<file path="config.mk">
export PLATFORM = sky130hd
export DESIGN_NAME = wdt_escalate
export DESIGN_NICKNAME = d
export VERILOG_FILES = /design/src/rtl/wdt_pkg.sv /design/src/rtl/wdt_prescale.sv /design/src/rtl/wdt_sequencer.sv /design/src/rtl/wdt_irq_ctrl.sv /design/src/rtl/wdt_escalate.sv
export SDC_FILE = /design/constraint.sdc
export NUM_CORES = 1
export LEC_CHECK = 0
export BUFFER_PORTS_ARGS = -buffer_cell sky130_fd_sc_hd__buf_2
export CORE_UTILIZATION = 55
export DETAILED_ROUTE_END_ITERATION = 10
export GPL_TIMING_DRIVEN = 0
export PLACE_DENSITY = 0.86
export SLEW_MARGIN = 20
export SYNTH_ARGS = -nofsm -noshare
export SYNTH_HDL_FRONTEND = slang
export SYNTH_HIERARCHICAL = 1
export SYNTH_SLANG_ARGS = --single-unit
</file>
<file path="constraint.sdc">
create_clock -name clk -period 6.5 [get_ports clk]
set_input_delay 1.3 -clock clk [delete_from_list [all_inputs] [get_ports clk]]
set_output_delay 1.3 -clock clk [all_outputs]
set_load 0.01 [all_outputs]
</file>
<file path="src/rtl/wdt_pkg.sv">
package wdt_pkg;

    typedef enum logic [1:0] {
        MODE_OFF  = 2'd0,
        MODE_CPU  = 2'd1,
        MODE_MGMT = 2'd2,
        MODE_FULL = 2'd3
    } wdt_mode_e;

    typedef enum logic [2:0] {
        STG_IDLE   = 3'd0,
        STG_FIRST  = 3'd1,
        STG_SECOND = 3'd2,
        STG_THIRD  = 3'd3,
        STG_FIRED  = 3'd4
    } wdt_stage_e;

    // word indices (byte address >> 3)
    localparam int WORD_CTRL  = 0;
    localparam int WORD_PEND  = 1;
    localparam int WORD_ENSET = 2;
    localparam int WORD_ENCLR = 3;
    localparam int WORD_POKE  = 4;

    localparam int IRQ_NUM  = 2;
    localparam int IRQ_CPU  = 0;
    localparam int IRQ_MGMT = 1;

    localparam int MODE_W  = 2;
    localparam int LEN_LSB = 4;

endpackage

</file>
<file path="src/rtl/wdt_prescale.sv">
module wdt_prescale #(
    parameter int DIV = 1024
) (
    input  logic clk,
    input  logic rst_n,
    input  logic run,
    input  logic clr,
    output logic tick
);
    localparam int PW = (DIV > 2) ? $clog2(DIV) : 1;
    localparam logic [PW-1:0] LAST = PW'(DIV - 1);

    logic [PW-1:0] div_d, div_q;

    always_comb begin
        div_d = div_q;
        if (clr || !run) begin
            div_d = '0;
        end else if (div_q == LAST) begin
            div_d = '0;
        end else begin
            div_d = div_q + 1'b1;
        end
    end

    always_ff @(posedge clk) begin
        if (!rst_n) div_q <= '0;
        else        div_q <= div_d;
    end

    assign tick = run && !clr && (div_q == LAST);

    // two steps are never back to back when DIV >= 2
    assert_tick_gap_R3: assert property (@(posedge clk) disable iff (!rst_n)
        tick |=> !tick);

endmodule

</file>
<file path="src/rtl/wdt_sequencer.sv">
module wdt_sequencer
    import wdt_pkg::*;
#(
    parameter int LEN_W = 16,
    parameter int LOW_W = 8
) (
    input  logic                    clk,
    input  logic                    rst_n,
    input  wdt_mode_e               mode,
    input  logic                    restart,
    input  logic                    halt,
    input  logic [LEN_W-1:0]        start_len,
    input  logic [LEN_W-1:0]        cur_len,
    input  logic                    tick,
    output logic                    running,
    output logic [LEN_W+LOW_W-1:0]  count,
    output logic                    ev_cpu,
    output logic                    ev_mgmt,
    output logic                    rst_req
);
    localparam int CNT_W = LEN_W + LOW_W;

    typedef struct packed {
        logic [CNT_W-1:0] cnt;
        wdt_stage_e       stage;
        logic             rst;
    } seq_t;

    seq_t seq_d, seq_q;

    function automatic logic [CNT_W-1:0] widen(input logic [LEN_W-1:0] l);
        return {l, {LOW_W{1'b0}}};
    endfunction

    assign running = (seq_q.stage == STG_FIRST) || (seq_q.stage == STG_SECOND) ||
                     (seq_q.stage == STG_THIRD);

    always_comb begin
        seq_d     = seq_q;
        seq_d.rst = 1'b0;
        ev_cpu    = 1'b0;
        ev_mgmt   = 1'b0;
        if (halt) begin
            seq_d.stage = STG_IDLE;
        end else if (restart) begin
            seq_d.cnt   = widen(start_len);
            seq_d.stage = STG_FIRST;
        end else if (running && tick) begin
            if (seq_q.cnt <= CNT_W'(1)) begin
                seq_d.cnt = widen(cur_len);
                case (seq_q.stage)
                    STG_FIRST: begin
                        ev_cpu      = 1'b1;
                        seq_d.stage = (mode == MODE_CPU) ? STG_FIRST : STG_SECOND;
                    end
                    STG_SECOND: begin
                        ev_mgmt     = 1'b1;
                        seq_d.stage = (mode == MODE_FULL) ? STG_THIRD : STG_SECOND;
                    end
                    STG_THIRD: begin
                        seq_d.rst   = 1'b1;
                        seq_d.stage = STG_FIRED;
                    end
                    default: seq_d.stage = seq_q.stage;
                endcase
            end else begin
                seq_d.cnt = seq_q.cnt - 1'b1;
            end
        end
    end

    always_ff @(posedge clk) begin
        if (!rst_n) begin
            seq_q.cnt   <= '0;
            seq_q.stage <= STG_IDLE;
            seq_q.rst   <= 1'b0;
        end else begin
            seq_q <= seq_d;
        end
    end

    assign count   = seq_q.cnt;
    assign rst_req = seq_q.rst;

    assert_rst_pulse_R7: assert property (@(posedge clk) disable iff (!rst_n)
        rst_req |=> !rst_req);

    assert_fired_hold_R7: assert property (@(posedge clk) disable iff (!rst_n)
        (seq_q.stage == STG_FIRED && !halt && !restart) |=>
            (seq_q.stage == STG_FIRED && $stable(count)));

    assert_idle_frozen_R12: assert property (@(posedge clk) disable iff (!rst_n)
        (seq_q.stage == STG_IDLE && !restart) |=> $stable(count));

    assert_step_only_on_tick_R3: assert property (@(posedge clk) disable iff (!rst_n)
        (running && !tick && !restart && !halt) |=> $stable(count));

    assert_no_reset_mode1_R5: assert property (@(posedge clk) disable iff (!rst_n)
        (mode == MODE_CPU && !restart && !halt) |=> !rst_req);

endmodule

</file>
<file path="src/rtl/wdt_irq_ctrl.sv">
module wdt_irq_ctrl #(
    parameter int                 N_IRQ = 2,
    parameter logic [N_IRQ-1:0]   GATED = '0
) (
    input  logic             clk,
    input  logic             rst_n,
    input  logic [N_IRQ-1:0] ev,
    input  logic [N_IRQ-1:0] pend_clr,
    input  logic [N_IRQ-1:0] en_set,
    input  logic [N_IRQ-1:0] en_clr,
    output logic [N_IRQ-1:0] pend,
    output logic [N_IRQ-1:0] en,
    output logic [N_IRQ-1:0] irq
);
    typedef struct packed {
        logic [N_IRQ-1:0] pend;
        logic [N_IRQ-1:0] en;
    } irq_state_t;

    irq_state_t st_d, st_q;

    always_comb begin
        st_d.en = (st_q.en | en_set) & ~en_clr;
        for (int i = 0; i < N_IRQ; i++) begin
            st_d.pend[i] = (st_q.pend[i] & ~pend_clr[i]) |
                           (ev[i] & (!GATED[i] | st_q.en[i]));
        end
    end

    always_ff @(posedge clk) begin
        if (!rst_n) st_q <= '0;
        else        st_q <= st_d;
    end

    assign pend = st_q.pend;
    assign en   = st_q.en;

    for (genvar ch = 0; ch < N_IRQ; ch++) begin : g_ch
        assign irq[ch] = st_q.pend[ch] & st_q.en[ch];

        assert_pend_source_R10: assert property (@(posedge clk) disable iff (!rst_n)
            $rose(pend[ch]) |-> $past(ev[ch]));

        assert_w1c_R10: assert property (@(posedge clk) disable iff (!rst_n)
            (pend_clr[ch] && !ev[ch]) |=> !pend[ch]);

        assert_en_set_R11: assert property (@(posedge clk) disable iff (!rst_n)
            (en_set[ch] && !en_clr[ch]) |=> en[ch]);

        if (GATED[ch]) begin : g_gate
            assert_gated_quiet_R8: assert property (@(posedge clk) disable iff (!rst_n)
                (ev[ch] && !en[ch] && !pend[ch] && !en_set[ch]) |=> !pend[ch]);
        end
    end

endmodule

</file>
<file path="src/rtl/wdt_escalate.sv">
module wdt_escalate
    import wdt_pkg::*;
#(
    parameter int PRESCALE = 1024,
    parameter int LEN_W    = 16,
    parameter int LOW_W    = 8,
    parameter int ADDR_W   = 8
) (
    input  logic              clk,
    input  logic              rst_n,
    input  logic              reg_wr,
    input  logic [ADDR_W-1:0] reg_addr,
    input  logic [63:0]       reg_wdata,
    output logic [63:0]       reg_rdata,
    output logic              irq_cpu,
    output logic              irq_mgmt,
    output logic              rst_req
);
    localparam int CNT_W   = LEN_W + LOW_W;
    localparam int CNT_LSB = LEN_LSB + LEN_W;
    localparam int WORD_W  = ADDR_W - 3;

    typedef struct packed {
        wdt_mode_e        mode;
        logic [LEN_W-1:0] len;
    } cfg_t;

    cfg_t cfg_d, cfg_q;

    logic [WORD_W-1:0] word;
    logic              aligned;
    logic              wr_ctrl, wr_pend, wr_enset, wr_enclr, wr_poke;
    wdt_mode_e         new_mode;
    logic [LEN_W-1:0]  new_len, start_len;
    logic              restart, halt, poke_ok, running, tick;
    logic [CNT_W-1:0]  count;
    logic              ev_cpu, ev_mgmt;
    logic [IRQ_NUM-1:0] pend, en, irq, pend_clr, en_set, en_clr;

    assign word     = reg_addr[ADDR_W-1:3];
    assign aligned  = (reg_addr[2:0] == 3'b000);
    assign wr_ctrl  = reg_wr && aligned && (word == WORD_W'(WORD_CTRL));
    assign wr_pend  = reg_wr && aligned && (word == WORD_W'(WORD_PEND));
    assign wr_enset = reg_wr && aligned && (word == WORD_W'(WORD_ENSET));
    assign wr_enclr = reg_wr && aligned && (word == WORD_W'(WORD_ENCLR));
    assign wr_poke  = reg_wr && aligned && (word == WORD_W'(WORD_POKE));

    assign new_mode = wdt_mode_e'(reg_wdata[MODE_W-1:0]);
    assign new_len  = reg_wdata[LEN_LSB +: LEN_W];

    assign poke_ok   = wr_poke && (reg_wdata == 64'd1) && running;
    assign restart   = (wr_ctrl && new_mode != MODE_OFF) || poke_ok;
    assign halt      = wr_ctrl && new_mode == MODE_OFF;
    assign start_len = wr_ctrl ? new_len : cfg_q.len;

    always_comb begin
        cfg_d = cfg_q;
        if (wr_ctrl) begin
            cfg_d.mode = new_mode;
            cfg_d.len  = new_len;
        end
    end

    always_ff @(posedge clk) begin
        if (!rst_n) begin
            cfg_q.mode <= MODE_OFF;
            cfg_q.len  <= '0;
        end else begin
            cfg_q <= cfg_d;
        end
    end

    wdt_prescale #(.DIV(PRESCALE)) u_pre (
        .clk   (clk),
        .rst_n (rst_n),
        .run   (running),
        .clr   (restart || halt),
        .tick  (tick)
    );

    wdt_sequencer #(.LEN_W(LEN_W), .LOW_W(LOW_W)) u_seq (
        .clk       (clk),
        .rst_n     (rst_n),
        .mode      (cfg_q.mode),
        .restart   (restart),
        .halt      (halt),
        .start_len (start_len),
        .cur_len   (cfg_q.len),
        .tick      (tick),
        .running   (running),
        .count     (count),
        .ev_cpu    (ev_cpu),
        .ev_mgmt   (ev_mgmt),
        .rst_req   (rst_req)
    );

    assign pend_clr = wr_pend  ? reg_wdata[IRQ_NUM-1:0] : '0;
    assign en_set   = wr_enset ? reg_wdata[IRQ_NUM-1:0] : '0;
    assign en_clr   = wr_enclr ? reg_wdata[IRQ_NUM-1:0] : '0;

    wdt_irq_ctrl #(.N_IRQ(IRQ_NUM), .GATED(IRQ_NUM'(1 << IRQ_MGMT))) u_irq (
        .clk      (clk),
        .rst_n    (rst_n),
        .ev       ({ev_mgmt, ev_cpu}),
        .pend_clr (pend_clr),
        .en_set   (en_set),
        .en_clr   (en_clr),
        .pend     (pend),
        .en       (en),
        .irq      (irq)
    );

    assign irq_cpu  = irq[IRQ_CPU];
    assign irq_mgmt = irq[IRQ_MGMT];

    always_comb begin
        reg_rdata = '0;
        if (aligned) begin
            if (word == WORD_W'(WORD_CTRL)) begin
                reg_rdata[MODE_W-1:0]        = cfg_q.mode;
                reg_rdata[LEN_LSB +: LEN_W]  = cfg_q.len;
                reg_rdata[CNT_LSB +: CNT_W]  = count;
            end else if (word == WORD_W'(WORD_PEND)) begin
                reg_rdata[IRQ_NUM-1:0] = pend;
            end else if (word == WORD_W'(WORD_ENSET) || word == WORD_W'(WORD_ENCLR)) begin
                reg_rdata[IRQ_NUM-1:0] = en;
            end
        end
    end

    assert_reload_fmt_R4: assert property (@(posedge clk) disable iff (!rst_n)
        restart |=> (count == {$past(start_len), {LOW_W{1'b0}}}));

    assert_bad_poke_ignored_R9: assert property (@(posedge clk) disable iff (!rst_n)
        (wr_poke && reg_wdata != 64'd1 && running && !tick) |=> $stable(count));

    assert_halt_stops_R12: assert property (@(posedge clk) disable iff (!rst_n)
        halt |=> !running);

endmodule

</file>
==> results.md, run 1 <==
## Cells and area
• 0 — final antenna diode count
• 71.2% — utilization after layout
• 603 — Fill cells
• 32.6% — share of final-layout standard cells stronger than drive strength 1
• 2540 sq um — area of the multi-input gates
• 738 — number of nets in the finished design
• 5160 sq um — Design Area, Final
• 24.9% — synthesis-to-finish area growth
• buf_2 — most common cell after layout, fill and taps aside
• 1200 sq um — footprint of the flip-flops and latches
• 121 x buf_2, 60 x dfxtp_1, 59 x and2_1, 46 x buf_4, 43 x nor2_1 — highest-count cells in the layout ignoring fill and taps
• 764 — Cell Count, Final, Fillers Out

## Placed design
• 0.941 — Routability Congestion
• 4930 sq um — instance area at placement
• 8770 um — HPWL after detailed placement
• 119 — Port Buffers
• 1.86 ns — worst slack after detailed placement
• 748 — placed cell count

## Floorplanning
• 142 — count of pins on the block boundary
• 57.0% — initial cell density of the core
• 88.7 um — Chip Width
• 7250 sq um — Std-Cell Core Area
• 7870 sq um — Die Area
• 88.7 um — floorplan die height
• 31 — number of placement rows

## CTS
• clkbuf_8 — CTS Root Cell
• 60 — clock net sink count
• 3 — number of H-tree levels
• 0 — post-CTS sizing
• done — CTS tree
• 0.35 ns — clock latency reported for the late side of the worst-skew pair
• 0 — post-CTS setup repair buffer count
• 0.08 ns — clk slew on worst S/H paths
• 0 — hold-fix buffer count after cts
• 9 — clock buffers created by TritonCTS
• 2 — maximum root-to-sink buffer count

## Setup path
• primary input to output pin — kind of critical path
• 10 — maximum net fanout on the critical path
• primary input — CP Launch Type
• 2.89 ns — register-to-register setup slack
• u_seq/seq_q[1] — origin of the critical flop-to-flop path
• 3.40 ns — worst endpoint data arrival time
• reg_rdata[12] — critical path capture point
• 5.20 ns — required time of the critical path
• output pin — crit end category
• 14 — number of cell instances on the worst register-to-register path
• reg_addr[5] — crit path launch
• u_seq/count[12] — Reg2Reg Capture Point

## Timing
• false — setup repair after global routing missed its margin
• 72.3% — Final period util
• 1.80 ns — minimum setup slack in the final design
• 0 — fin. max-slew vios
• 4.70 ns — min Tclk post-route
• 0.458 ns — WHS
• 1.09 ns — pin slew with the least headroom to its limit
• 213 MHz — max frequency
• 26.9% — Max-Slew Margin vs Limit
• 0 — Final Hold Viols
• 0 — Setup-failing EPs final
• 0 ns — setup_tns
• 0.00968 ns — worst-case clock skew

## Drt
• 4740 um — routed metal-1 wire length
• 5.67 — average via count per standard cell
• 5 — Initial DRT Pass Iterations
• 15.2 um — Routed WL per cell
• 0 — antenna-violating nets left
• 377 — first-iteration detailed-routing DRC count
• 4,332 — vias after detailed routing
• met4 — top routing layer in use
• 925 um — Routed met3 length
• 5680 um — met2 wirelength from detailed routing
• 0 — detailed-route DRC error count
• 11,700 um — sum of routed wire length over all layers

## Yosys
• 509 — Post-Syn Instances
• 8.12 sq um — mean cell area of the mapped netlist
• 29.1% — share of the yosys chip area belonging to registers
• dfxtp_1 29%, and2_1 8.9%, buf_4 8.4%, mux2_4 5.4%, nor2_1 3.9% — top cells by area in the synthesized netlist
• dfxtp_1 — Post-synth top flop
• dfxtp_1 — library cell occupying the most area in the post-synthesis netlist
• 29.1% — Yosys top cell area share
• 0% — share of synthesized flip-flops with an asynchronous set or reset
• 4130 sq um — cell area after synthesis
• 57 — count of unique library cells instantiated by Yosys
• 60 — count of state elements after synthesis
• 6 — number of warnings printed during yosys synthesis
• 0 — EDFF count, synth

## Global routing
• 0 — number of antenna violations at the first check in global routing
• 3,842 — via count of the first global-routing pass
• 19 — maximum number of pins on one net before global-route repair
• 18,200 um — global-route wire length before repair
• 30.4% — All-Layer GR Usage
• 0 — GRT overflow

## Power
• 44.1% — sequential cell fraction of total power
• 162 nW/um^2 — total power per unit cell area
• 631 uW — cell internal pwr
• 47.7% — power share of the clock group
• 8.2% — part of the total power dissipated in combinational logic
• 24.4% — switching share of power
• 203 uW — net switching power
• 835 uW — Tot Pwr
• 2.45 nW — cell leakage power
• 0.134 mV — maximum vdd ir drop

## Min path
• flip-flop to flip-flop — Hold Path Class

## Run
• 0 — number of maximum-capacitance violations

## Outcome
• finished, final reports clean — run status

## synth_stat cells, drive strengths merged, types with 2 or more instances
master,instances
nor3b,5
nor4b,2
xnor2,9
xor2,14
a21oi,28
o221ai,6
mux2,19
or4,5
mux2i,7
and3,4
nor2,43
a22o,4
or2,2
and2,60
nor2b,6
nand3,13
o22ai,3
o21a,6
ha,3
buf,50
nand2b,6
inv,9
o21ai,31
nand2,24
nor4,25
a221oi,2
dfxtp,60
clkbuf,15
a41oi,2
or3,11
nand4b,2
nand4,8
nor3,14
## routing by layer
metal	global-route usage, %	vias up
li1	-	2050
met1	36.2	2013
met2	52.9	238
met3	6.34	31
met4	13.0	0
met5	0	-
## final cells by class
class	instances	share of cell area (%)
flip-flops and latches	60	23.3
well taps	99	2.40
plain buffers	65	8.41
clock buffers	10	2.67
multi-input cells	396	49.2
inverters	9	0.654
repair buffers	119	11.5
clock inverters	6	1.82
## worst max-delay path, cell delays in order
cell and delay [ns]:
buf_2 0.10, or3_1 0.46, or3_1 0.37, nor2_1 0.34, clkbuf_1 0.46, and2_1 0.23, buf_2 0.14
## how the worst min path moves through the flow
stage	from	slack [ns]	cells after the start	to
finish	u_pre/div_q[0]	0.46	1	u_pre/div_q[0]
global route	u_pre/div_q[0]	0.48	1	u_pre/div_q[0]
CTS	u_pre/div_q[0]	0.46	1	u_pre/div_q[0]
detailed placement	u_pre/div_q[0]	0.45	1	u_pre/div_q[0]
global placement	u_pre/div_q[0]	0.43	1	u_pre/div_q[0]
floorplan	u_pre/div_q[0]	0.42	1	u_pre/div_q[0]
## power groups by stage
stage	registers [mW]	clock network [mW]	logic (mW)
floorplan	0.377	0	0.0334
global placement	0.377	0	0.0650
detailed placement	0.377	0	0.0669
CTS	0.368	0.400	0.0672
global route	0.368	0.417	0.0751
finish	0.368	0.398	0.0686
## cells by family (layout without fill, tap and decap cells)
family,count (synthesis),count (layout),synth area share (%)
and+or+nand+nor,232,232,32.3
AOI/OAI and AO/OA,90,90,13.2
buffers and inverters,74,209,11.3
DFF,60,60,29.1
muxes,26,26,8.24
xor gates and xnor gates,23,23,4.87
adders and majority gates,3,3,0.908
other,1,22,0.0907
## state kept, by name (all words and copies together) (netlist names)
| register | cells |
|---|---|
| u_irq/en | 2 |
| u_pre/div_q | 10 |
| u_seq/rst_req | 1 |
| cfg_q | 18 |
| u_irq/pend | 2 |
| u_seq/seq_q | 3 |
| u_seq/count | 24 |
Note: power is estimated with default switching activity, not from simulation.
==> run 2, diff against run 1 <==
--- a/config.mk
+++ b/config.mk
@@ -5,11 +5,12 @@
 export SDC_FILE = /design/constraint.sdc
 export NUM_CORES = 1
 export LEC_CHECK = 0
+export ABC_AREA = 1
 export BUFFER_PORTS_ARGS = -buffer_cell sky130_fd_sc_hd__buf_2
-export CORE_UTILIZATION = 55
+export CORE_UTILIZATION = 48
 export DETAILED_ROUTE_END_ITERATION = 10
 export GPL_TIMING_DRIVEN = 0
-export PLACE_DENSITY = 0.86
+export PLACE_DENSITY = 0.77
 export SLEW_MARGIN = 20
 export SYNTH_ARGS = -nofsm -noshare
 export SYNTH_HDL_FRONTEND = slang
==> constraint.sdc (replaced) <==
create_clock -name clk -period 3.8 [get_ports clk]
set_input_delay 0.76 -clock clk [delete_from_list [all_inputs] [get_ports clk]]
set_output_delay 0.76 -clock clk [all_outputs]
set_load 0.01 [all_outputs]
==> run 2 against run 1 <==
  * Die area up 35%
  * Flip-flop and latch count stayed put
  * Final area rose by 15%
  * Global-route usage fell by 4.9 points
  * Hold slack gained 0.011 ns
  * Total power increased by 68%
  * Critical endpoint is now reg_rdata[18]
==> results.md, run 2 <==
## Cells and area
• 24 — flip-flop count of the largest register after layout, unchanged
• nand2_1 — most common cell after layout, fill and taps aside
• 21.6% — synthesis-to-finish area growth
• 3020 sq um — area of the multi-input gates, +19%
• 1,003 — number of nets in the finished design, +36%
• 60.6% — utilization after layout, -11 points
• 0 — final antenna diode count, unchanged
• 1200 sq um — footprint of the flip-flops and latches, unchanged
• 998 — Fill cells, +66%
• 216 x nand2_1, 129 x nor2_1, 122 x buf_2, 60 x inv_1, 60 x dfxtp_1 — highest-count cells in the layout ignoring fill and taps
• 30.6% — share of final-layout standard cells stronger than drive strength 1, -2.0 points

## Floorplanning
• 10,600 sq um — Die Area, +35%
• 9820 sq um — Std-Cell Core Area, +35%
• 103 um — floorplan die height, +16%
• 49.8% — initial cell density of the core, -7.2 points
• 36 — number of placement rows, +16%
• 103 um — Chip Width, +16%
• 142 — count of pins on the block boundary, unchanged

## Global routing
• 0 — number of antenna violations at the first check in global routing, unchanged
• 15 — maximum number of pins on one net before global-route repair, -4
• 4,597 — via count of the first global-routing pass, +20%
• 0 — GRT overflow, unchanged
• 25.6% — All-Layer GR Usage, -4.9 points
• 21,100 um — global-route wire length before repair, +16%

## Timing
• 3.02 ns — min Tclk post-route
• 0.0104 ns — worst-case clock skew, +0.000763 ns
• false — setup repair after global routing missed its margin
• 0.643 ns — pin slew with the least headroom to its limit, -0.445 ns
• 0 — Setup-failing EPs final, unchanged
• 331 MHz — max frequency
• 0.469 ns — WHS, +0.0109 ns
• 0 — Final Hold Viols, unchanged
• 79.6% — Final period util
• 57.2% — Max-Slew Margin vs Limit, +30 points
• 0 ns — setup_tns, unchanged
• 0 — fin. max-slew vios, unchanged

## Yosys
• 4890 sq um — cell area after synthesis, +18%
• 6 — number of warnings printed during yosys synthesis, unchanged
• dfxtp_1 — Post-synth top flop
• 0 — EDFF count, synth, unchanged
• 41 — count of unique library cells instantiated by Yosys, -28%
• 0% — share of synthesized flip-flops with an asynchronous set or reset, unchanged
• dfxtp_1 — library cell occupying the most area in the post-synthesis netlist
• nand2_1 — dominant cell by count in the synthesized netlist
• 60 — count of state elements after synthesis, unchanged
• 216 x nand2_1, 129 x nor2_1, 60 x dfxtp_1, 60 x inv_1, 48 x buf_4 — most common library cells after synthesis
• 46.3% — basic-gate share of the synthesized area counting and, or, nand and nor cells, +14 points
• 1.07% — post-synthesis share of cell area spent on xor and xnor gates, -3.8 points
• 24.6% — share of the yosys chip area belonging to registers, -4.5 points
• 11.9% — share of the synthesized area in compound gates (AO/OA/AOI/OAI), -1.3 points
• dfxtp_1 25%, nand2_1 17%, nor2_1 9.9%, buf_4 7.4%, inv_1 4.6% — top cells by area in the synthesized netlist
• 6.32 sq um — mean cell area of the mapped netlist, -22%
• 0% — share of cell area taken by muxes after synthesis, -8.2 points
• 0.768% — arithmetic-cell share of the synthesized area counting full adders, half adders and majority gates, -0.14 points
• 774 — Post-Syn Instances, +52%
• simple AND/OR/NAND/NOR gates — main combinational cell family by area after synthesis
• 24.6% — Yosys top cell area share, -4.5 points

## Setup path
• u_seq/seq_q[2] — origin of the critical flop-to-flop path
• 10 — maximum net fanout on the critical path, unchanged
• reg_addr[1] — crit path launch
• 2.26 ns — worst endpoint data arrival time, -1.14 ns
• primary input to output pin — kind of critical path
• primary input — CP Launch Type
• output pin — crit end category
• 3.04 ns — required time of the critical path, -2.16 ns

## CTS
• 0 — hold-fix buffer count after cts, unchanged
• clkbuf_8 — CTS Root Cell
• 0.35 ns — clock latency reported for the late side of the worst-skew pair, about the same
• 0.07 ns — clk slew on worst S/H paths, about the same
• 9 — clock buffers created by TritonCTS, unchanged
• 2 — maximum root-to-sink buffer count, unchanged
• done — CTS tree
• 0 — post-CTS sizing, unchanged
• 0 — post-CTS setup repair buffer count, unchanged
• 3 — number of H-tree levels, unchanged
• 60 — clock net sink count, unchanged

## Outcome
• finished, final reports clean — run status

## Run
• 0 — number of maximum-capacitance violations, unchanged

## Placed design
• 119 — Port Buffers, unchanged
• 10,300 um — HPWL after detailed placement, +18%
• 0.933 — Routability Congestion, -0.93%

## Drt
• 6 — Initial DRT Pass Iterations, +1
• 0 — detailed-route DRC error count, unchanged
• 12.2 um — Routed WL per cell, -20%
• 330 — first-iteration detailed-routing DRC count, -12%
• 0 — antenna-violating nets left, unchanged
• 13,000 um — sum of routed wire length over all layers, +11%
• 4.96 — average via count per standard cell, -12%
• 5,274 — vias after detailed routing, +22%

## Power
• 236 nW/um^2 — total power per unit cell area, +46%
• 0.174 mV — maximum vdd ir drop, +30%
• 2.92 nW — cell leakage power, +19%

## Min path
• u_pre/div_q[0] — start point of the worst hold path
• flip-flop to flip-flop — Hold Path Class

run 2: cell types whose count changed after synthesis, sizes merged, moves of 11 or more:
| cell | before | now |
|---|---|---|
| nand2 | 24 | 233 |
| mux2 | 19 | 0 |
| a21oi | 28 | 61 |
| inv | 9 | 67 |
| xor2 | 14 | 3 |
| nor4 | 25 | 1 |
| or3 | 11 | 0 |
| and2 | 60 | 0 |
| nand3 | 13 | 42 |
| nor2 | 43 | 156 |
run 2: final cells by class:
class / count / share of cell area (%)
multi-input combinational: 599 / 50.8
sequential: 60 / 20.2
timing repair buffer: 119 / 10.0
clock buffer: 9 / 2.08
inverter: 67 / 4.31
tap: 133 / 2.80
clock inverter: 7 / 1.54
buffer: 69 / 8.27
run 2: metal layers:
| layer | up-vias | global-route usage (%) | share of wire [%] |
|---|---|---|---|
| met5 | - | 0 | 0 |
| li1 | 2688 | - | - |
| met3 | 34 | 4.68 | 6.8 |
| met1 | 2350 | 34.1 | 46 |
| met4 | 0 | 10.6 | 2.6 |
| met2 | 202 | 40.6 | 44 |
run 2: path summary, 6_finish.rpt:
path                     endpoint  slack (ns)  cells past startpoint
hold reg to reg    u_pre/div_q[0]        0.47                      1
hold / removal     u_pre/div_q[0]        0.47                      1
setup reg to reg  u_seq/count[18]        1.32                     15
setup / recovery    reg_rdata[18]        0.78                      8
run 2: cell families after synthesis:
group	after synthesis
xor gates and xnor gates	6
AOI/OAI and AO/OA	98
other	1
buffers and inverters	136
adders and majority gates	3
DFF	60
and+or+nand+nor	470
run 2: where the power goes:
group | leakage, nW | internal, mW | switching (mW)
Clock | 0.109 | 0.366 | 0.269
Combinational | 2.33 | 0.0601 | 0.0788
Sequential | 0.483 | 0.629 | 0.00110
Total | 2.92 | 1.06 | 0.349
run 2: critical path: stages:
cell and delay, ns:
buf_2 0.09, nor2_1 0.17, nand2_1 0.16, inv_1 0.21, clkbuf_1 0.46, nand2_1 0.16
nor2_1 0.11, buf_2 0.14
run 2: metrics by stage:
stage	std cells	instance area [sq um]	setup slack, ns	power, mW
after CTS	1063	5950	0.841	1.42
after detailed placement	1047	5730	0.694	0.782
after global placement	1047	5730	0.704	0.781
after floorplan	795	4970	1.29	0.722
final	1063	5950	0.775	1.40
after global routing	1063	5950	0.729	1.46
